**config.mk**
```make
export PLATFORM = sky130hd
export DESIGN_NAME = cfg_stream_loader
export DESIGN_NICKNAME = d
export VERILOG_FILES = /design/src/rtl/cfgl_pkg.sv /design/src/rtl/cfgl_dpath.sv /design/src/rtl/cfgl_ctrl.sv /design/src/rtl/cfg_stream_loader.sv
export SDC_FILE = /design/constraint.sdc
export NUM_CORES = 1
export LEC_CHECK = 0
export ABC_AREA = 1
export ABC_CLOCK_PERIOD_IN_PS = 3900
export BUFFER_PORTS_ARGS = -buffer_cell sky130_fd_sc_hd__buf_2
export CORE_MARGIN = 5
export CORE_UTILIZATION = 30
export CTS_BUF_LIST = sky130_fd_sc_hd__clkbuf_8 sky130_fd_sc_hd__clkbuf_16
export DETAILED_ROUTE_END_ITERATION = 8
export MAX_ROUTING_LAYER = met4
export PLACE_DENSITY = 0.44
export SYNTH_ARGS = -nofsm -noshare
export SYNTH_HDL_FRONTEND = slang
export SYNTH_SLANG_ARGS = --single-unit
export TNS_END_PERCENT = 100
```
**constraint.sdc**
```tcl
create_clock -name clk -period 3.9 [get_ports clk]
set_clock_uncertainty 0.05 [all_clocks]
set_input_delay 0.585 -clock clk [delete_from_list [all_inputs] [get_ports clk]]
set_output_delay 0.585 -clock clk [all_outputs]
set_load 0.05 [all_outputs]
```
**src/rtl/cfgl_pkg.sv**
```systemverilog
package cfgl_pkg;
  localparam int HDR_BYTES = 16;
  localparam int LEN_BYTES = 4;
  localparam int PAD_BYTES = 5;
  localparam int LEN_W     = 8 * LEN_BYTES;
  localparam int IDX_W     = $clog2(HDR_BYTES);
  localparam int PAD_W     = $clog2(PAD_BYTES + 1);

  typedef enum logic [2:0] {
    IDLE, HEADER, PAYLOAD, PAD, DONE, ERROR
  } loadState_t;

  typedef struct packed {
    logic clear;
    logic hdrTake;
    logic loadRem;
    logic emitData;
    logic emitPad;
  } ctlStrobes_t;
endpackage

```
**src/rtl/cfgl_dpath.sv**
```systemverilog
module cfgl_dpath
  import cfgl_pkg::*;
(
  input  logic             clk,
  input  logic             rstN,
  input  ctlStrobes_t      ctl,
  input  logic [7:0]       wrData,
  output logic [IDX_W-1:0] hdrIdx,
  output logic             lenZero,
  output logic             remOne,
  output logic             padFull,
  output logic [7:0]       cfgData,
  output logic             cfgClk
);
  logic [LEN_W-1:0] lenReg;
  logic [LEN_W-1:0] remCnt;
  logic [PAD_W-1:0] padCnt;

  always_ff @(posedge clk or negedge rstN) begin
    if (!rstN) begin
      hdrIdx  <= '0;
      lenReg  <= '0;
      remCnt  <= '0;
      padCnt  <= '0;
      cfgData <= '0;
      cfgClk  <= 1'b0;
    end else if (ctl.clear) begin
      hdrIdx  <= '0;
      lenReg  <= '0;
      remCnt  <= '0;
      padCnt  <= '0;
      cfgData <= '0;
      cfgClk  <= 1'b0;
    end else begin
      cfgClk <= 1'b0;
      if (ctl.hdrTake) begin
        hdrIdx <= hdrIdx + 1'b1;
        if (hdrIdx < IDX_W'(LEN_BYTES))
          lenReg <= {lenReg[LEN_W-9:0], wrData};
      end
      if (ctl.loadRem)
        remCnt <= lenReg;
      if (ctl.emitData) begin
        cfgData <= wrData;
        cfgClk  <= 1'b1;
        remCnt  <= remCnt - 1'b1;
      end
      if (ctl.emitPad) begin
        cfgData <= '0;
        cfgClk  <= 1'b1;
        padCnt  <= padCnt + 1'b1;
      end
    end
  end

  assign lenZero = (lenReg == '0);
  assign remOne  = (remCnt == LEN_W'(1));
  assign padFull = (padCnt == PAD_W'(PAD_BYTES));

  // a configuration clock pulse lasts exactly one cycle
  a_r4_clk_single: assert property (@(posedge clk) disable iff (!rstN)
    cfgClk |=> !cfgClk);
  // data is held through the cycle after the pulse
  a_r4_data_held: assert property (@(posedge clk) disable iff (!rstN)
    (cfgClk && !ctl.clear) |=> $stable(cfgData));
  // the payload counter is never driven below zero
  a_r3_no_underflow: assert property (@(posedge clk) disable iff (!rstN)
    ctl.emitData |-> (remCnt != '0));
endmodule

```
**src/rtl/cfgl_ctrl.sv**
```systemverilog
module cfgl_ctrl
  import cfgl_pkg::*;
(
  input  logic             clk,
  input  logic             rstN,
  input  logic             wrValid,
  input  logic             wrLast,
  input  logic             restart,
  input  logic             tgtErr,
  input  logic             errClr,
  input  logic [IDX_W-1:0] hdrIdx,
  input  logic             lenZero,
  input  logic             remOne,
  input  logic             padFull,
  input  logic             cfgClk,
  output ctlStrobes_t      ctl,
  output logic             tgtRst,
  output logic             done,
  output logic             err
);
  localparam logic [IDX_W-1:0] LAST_IDX = IDX_W'(HDR_BYTES - 1);

  loadState_t state, nxt;
  logic errSet;

  always_comb begin
    nxt    = state;
    ctl    = '0;
    errSet = 1'b0;
    if (restart) begin
      ctl.clear = 1'b1;
      nxt       = IDLE;
    end else begin
      case (state)
        IDLE: if (wrValid) begin
          ctl.hdrTake = 1'b1;
          if (wrLast) begin
            nxt    = ERROR;
            errSet = 1'b1;
          end else nxt = HEADER;
        end
        HEADER: if (tgtErr) begin
          nxt    = ERROR;
          errSet = 1'b1;
        end else if (wrValid) begin
          ctl.hdrTake = 1'b1;
          if (hdrIdx == LAST_IDX) begin
            ctl.loadRem = 1'b1;
            nxt = lenZero ? PAD : PAYLOAD;
          end else if (wrLast) begin
            nxt    = ERROR;
            errSet = 1'b1;
          end
        end
        PAYLOAD: if (tgtErr) begin
          nxt    = ERROR;
          errSet = 1'b1;
        end else if (wrValid) begin
          ctl.emitData = 1'b1;
          if (remOne) nxt = PAD;
        end
        PAD: if (tgtErr) begin
          nxt    = ERROR;
          errSet = 1'b1;
        end else if (!cfgClk) begin
          if (padFull) nxt = DONE;
          else ctl.emitPad = 1'b1;
        end
        default: nxt = state;
      endcase
    end
  end

  always_ff @(posedge clk or negedge rstN) begin
    if (!rstN) begin
      state  <= IDLE;
      err    <= 1'b0;
      tgtRst <= 1'b0;
    end else begin
      state  <= nxt;
      tgtRst <= restart;
      if (restart)     err <= 1'b0;
      else if (errSet) err <= 1'b1;
      else if (errClr) err <= 1'b0;
    end
  end

  assign done = (state == DONE);

  // no configuration pulse follows a cycle spent in DONE or ERROR
  a_r9_quiet_when_finished: assert property (@(posedge clk) disable iff (!rstN)
    (state == DONE || state == ERROR) |=> !cfgClk);
  // the error flag holds until cleared or restarted
  a_r8_err_sticky: assert property (@(posedge clk) disable iff (!rstN)
    (err && !errClr && !restart) |=> err);
  // the target reset pulse always follows a restart strobe
  a_r10_rst_follows: assert property (@(posedge clk) disable iff (!rstN)
    tgtRst |-> $past(restart));
  // done is only reached from padding
  a_r5_done_from_pad: assert property (@(posedge clk) disable iff (!rstN)
    $rose(done) |-> ($past(state) == PAD));
endmodule

```
**src/rtl/cfg_stream_loader.sv**
```systemverilog
module cfg_stream_loader
  import cfgl_pkg::*;
(
  input  logic       clk,
  input  logic       rstN,
  input  logic       wrValid,
  input  logic [7:0] wrData,
  input  logic       wrLast,
  input  logic       restart,
  input  logic       tgtErr,
  input  logic       errClr,
  output logic [7:0] cfgData,
  output logic       cfgClk,
  output logic       tgtRst,
  output logic       done,
  output logic       err
);
  ctlStrobes_t      ctl;
  logic [IDX_W-1:0] hdrIdx;
  logic             lenZero, remOne, padFull;

  cfgl_ctrl u_ctrl (
    .clk(clk), .rstN(rstN), .wrValid(wrValid), .wrLast(wrLast),
    .restart(restart), .tgtErr(tgtErr), .errClr(errClr),
    .hdrIdx(hdrIdx), .lenZero(lenZero), .remOne(remOne), .padFull(padFull),
    .cfgClk(cfgClk), .ctl(ctl), .tgtRst(tgtRst), .done(done), .err(err)
  );

  cfgl_dpath u_dpath (
    .clk(clk), .rstN(rstN), .ctl(ctl), .wrData(wrData),
    .hdrIdx(hdrIdx), .lenZero(lenZero), .remOne(remOne), .padFull(padFull),
    .cfgData(cfgData), .cfgClk(cfgClk)
  );
endmodule

```
==> impl_metrics.json <==
{
  "grt.total_usage_pct": 15.2,
  "grt_pass1_vias": 4372,
  "synthArstFlopShare_pct": 100,
  "maxCapViolCount": 0,
  "cts-root-buf": "clkbuf_16",
  "slew_headroom_pct": 41.0,
  "p_comb_share_pct": 18.1,
  "grt_pass1_wl_mm": 22.8,
  "num_antenna_cells": 0,
  "clock_sinks": 85,
  "die_height_um": 139,
  "synthFlopType": "dfrtp_1",
  "clock_path_buffers": 2,
  "initial_core_util_pct": 30.3,
  "yosys_warnings": 0,
  "status": "complete, no violations",
  "critPathCaptureType": "flip-flop",
  "power.density_nw_per_um2": 411,
  "die_area_um2": 19200,
  "p_total_w": 0.00230,
  "htreeDepth": 3,
  "grt_max_degree": 32,
  "wl_per_cell_um": 15.3,
  "rows": 47,
  "io_pins": 27,
  "antenna_left": 0,
  "hold_class": "primary input to async pin",
  "coreArea_um2": 16400,
  "p_sw_share_pct": 32.5,
  "yosys.cell_count.top_type": "nand2_1",
  "synth.avg_cell_area_um2": 7.40,
  "setup_violations": 0,
  "synth_seq_area_share_pct": 42.8,
  "worstSetupStartpointType": "flip-flop",
  "drtIter0Drc": 339,
  "syn_inst": 672,
  "vias": 4441,
  "drive_above_1_share_pct": 12.3,
  "firstDrtPassIters": 5,
  "cp.arrival_ns": 2.52,
  "num-nets-final": 713,
  "p_leak_nw": 2.67,
  "synth_edf_count": 0,
  "cp.required_ns": 4.14,
  "min_period_over_period_pct": 58.4,
  "worst_ir_drop_vdd_uv": 195,
  "multi_input_area_um2": 2380,
  "synth_cell_types": 34,
  "numCtsBuffers": 9,
  "setup_tns_ns": 0,
  "nFillCells": 1746,
  "finalHoldViolations": 0,
  "seqCellArea_um2": 2130,
  "yosys-top-cells-area": "dfrtp_1 (43%), nand2_1 (11%), nor2_1 (9.1%), inv_1 (6.6%), o21ai_0 (5.1%)",
  "slew_viol_final": 0,
  "syn-cell-area_um2": 4970,
  "criticalPathCategory": "flip-flop to flip-flop",
  "holdBufCountCts": 0,
  "clk_pin_slew_worst_paths_ns": 0.07,
  "rsz0062_at_grt": "false",
  "vias_per_cell": 4.84,
  "portBuffers": 26,
  "tightest_slew_ns": 0.881,
  "period_needed_ns": 2.28,
  "antenna_found_initial": 0,
  "clockPowerShare_pct": 40.2,
  "p_int_w": 0.00155,
  "die_x_um": 139,
  "synth_top_area_cell": "dfrtp_1",
  "ys_ff_latch": 85,
  "gr-total-overflow": 0,
  "synth_fp_nets": 692,
  "area_growth_pct": 12.6,
  "drt_wl_total_mm": 14.0,
  "hpwl_mm": 10.3,
  "synth_common_cells": "nand2_1 (150), nor2_1 (121), inv_1 (88), dfrtp_1 (85), o21ai_0 (51)",
  "p_seq_share_pct": 41.8,
  "fmax_mhz": 439,
  "synth_top_area_share_pct": 42.8,
  "power.switching_w": 0.000748,
  "cts_resized": 0,
  "clk_latency_ns": 0.35,
  "drcViolationCount": 0,
  "crit_fanout": 20,
  "post-cts-setup-buffers": 0,
  "cts_tree": "built",
  "gp_congestion": 0.847
}
[power by group through the flow]
stage | Combinational, W | Clock [W] | Sequential, W
floorplan | 0.000302 | 0 | 0.000969
global placement | 0.000421 | 0 | 0.000976
detailed placement | 0.000421 | 0 | 0.000976
CTS | 0.000423 | 0.000953 | 0.000960
global route | 0.000472 | 0.000987 | 0.000964
finish | 0.000416 | 0.000924 | 0.000960
[placed cells by master, fill, tap and decap left out, types with 2 or more instances in the layout]
master,instances
nand3_1,40
clkbuf_16,9
nor4_1,2
xor2_1,2
nor2_2,2
buf_2,25
o21ai_1,4
nor2_1,121
o22ai_1,10
o21ai_0,51
buf_4,6
a211oi_1,5
inv_6,3
nor3_1,5
xnor2_1,3
inv_2,2
ha_1,5
nor2_4,5
nand2_1,150
inv_1,88
a31oi_1,3
a22oi_1,2
dfrtp_1,85
o22ai_2,20
inv_8,2
nand2_2,7
a21oi_1,28
o21bai_1,3
[cell families (layout without fill, tap and decap cells)]
| group | Yosys count | count (layout) | synth area share [%] |
|---|---|---|---|
| adder cells (fa/ha/maj) | 5 | 5 | 1.26 |
| XOR/XNOR | 5 | 5 | 0.881 |
| buffers and inverters | 111 | 137 | 9.49 |
| AND/OR/NAND/NOR | 338 | 338 | 28.8 |
| AO/OA/AOI/OAI | 128 | 128 | 16.8 |
| flip-flops | 85 | 85 | 42.8 |
[registers in the layout (all words and copies together), names as in the netlist]
name	flops
u_dpath.padCnt	3
u_dpath.lenReg	32
u_ctrl.err	1
u_ctrl.tgtRst	1
u_dpath.remCnt	32
u_dpath.hdrIdx	4
u_dpath.cfgData	8
u_ctrl.state	3
u_dpath.cfgClk	1
[area by class of cell]
type | instances | area share (%)
inverter | 90 | 6.03
multi-input combinational | 476 | 42.5
sequential | 85 | 38.0
clock inverter | 7 | 1.54
tap | 220 | 4.92
timing repair buffer | 31 | 3.04
clock buffer | 9 | 4.02
[worst max-delay path: stages, from the launching register on]
cell and delay (ns):
dfrtp_1 0.40, inv_2 0.12, nand2_2 0.09, nor2_1 0.17, nand2_1 0.11, nor2_4 0.32, nand2_2 0.42, nor2_2 0.23
nand2_1 0.06, o21ai_0 0.08, nand2_1 0.09, nand2_1 0.07
[per-stage QoR]
step / area, um^2 / setup slack [ns] / hold WS (ns) / std cells / util, %
finish: 5600 / 1.62 / 0.138 / 918 / 34.1
global route: 5600 / 1.35 / 0.170 / 918 / 34.1
CTS: 5600 / 1.61 / 0.143 / 918 / 34.1
detailed placement: 5290 / 1.26 / 0.469 / 902 / 32.2
global placement: 5290 / 1.34 / 0.451 / 902 / 32.2
floorplan: 4970 / 1.98 / 0.239 / 672 / -
[layer usage]
layer / vias to the layer above / routed length (um) / GRT usage (%)
met4: 0 / 384 / 6.64
met5: - / 0 / -
met3: 28 / 525 / 2.31
li1: 2201 / - / -
met2: 110 / 6420 / 23.3
met1: 2102 / 6680 / 19.9
[worst paths after layout]
check,start,to,slack (ns),cells past startpoint
max reg2reg,u_ctrl.state[2]$_DFFE_PN0P_,u_dpath.remCnt[9]$_DFFE_PN0P_,1.62,11
min in group clk,wrData[0],u_dpath.lenReg[0]$_DFFE_PN0P_,0.40,3
min,rstN,u_dpath.remCnt[6]$_DFFE_PN0P_,0.14,1
min reg2reg,u_dpath.remCnt[4]$_DFFE_PN0P_,u_dpath.remCnt[4]$_DFFE_PN0P_,0.48,2
max in group asynchronous,rstN,u_dpath.lenReg[25]$_DFFE_PN0P_,2.90,2
max,u_ctrl.state[2]$_DFFE_PN0P_,u_dpath.remCnt[9]$_DFFE_PN0P_,1.62,11
Power figures use the tool's default switching activity.
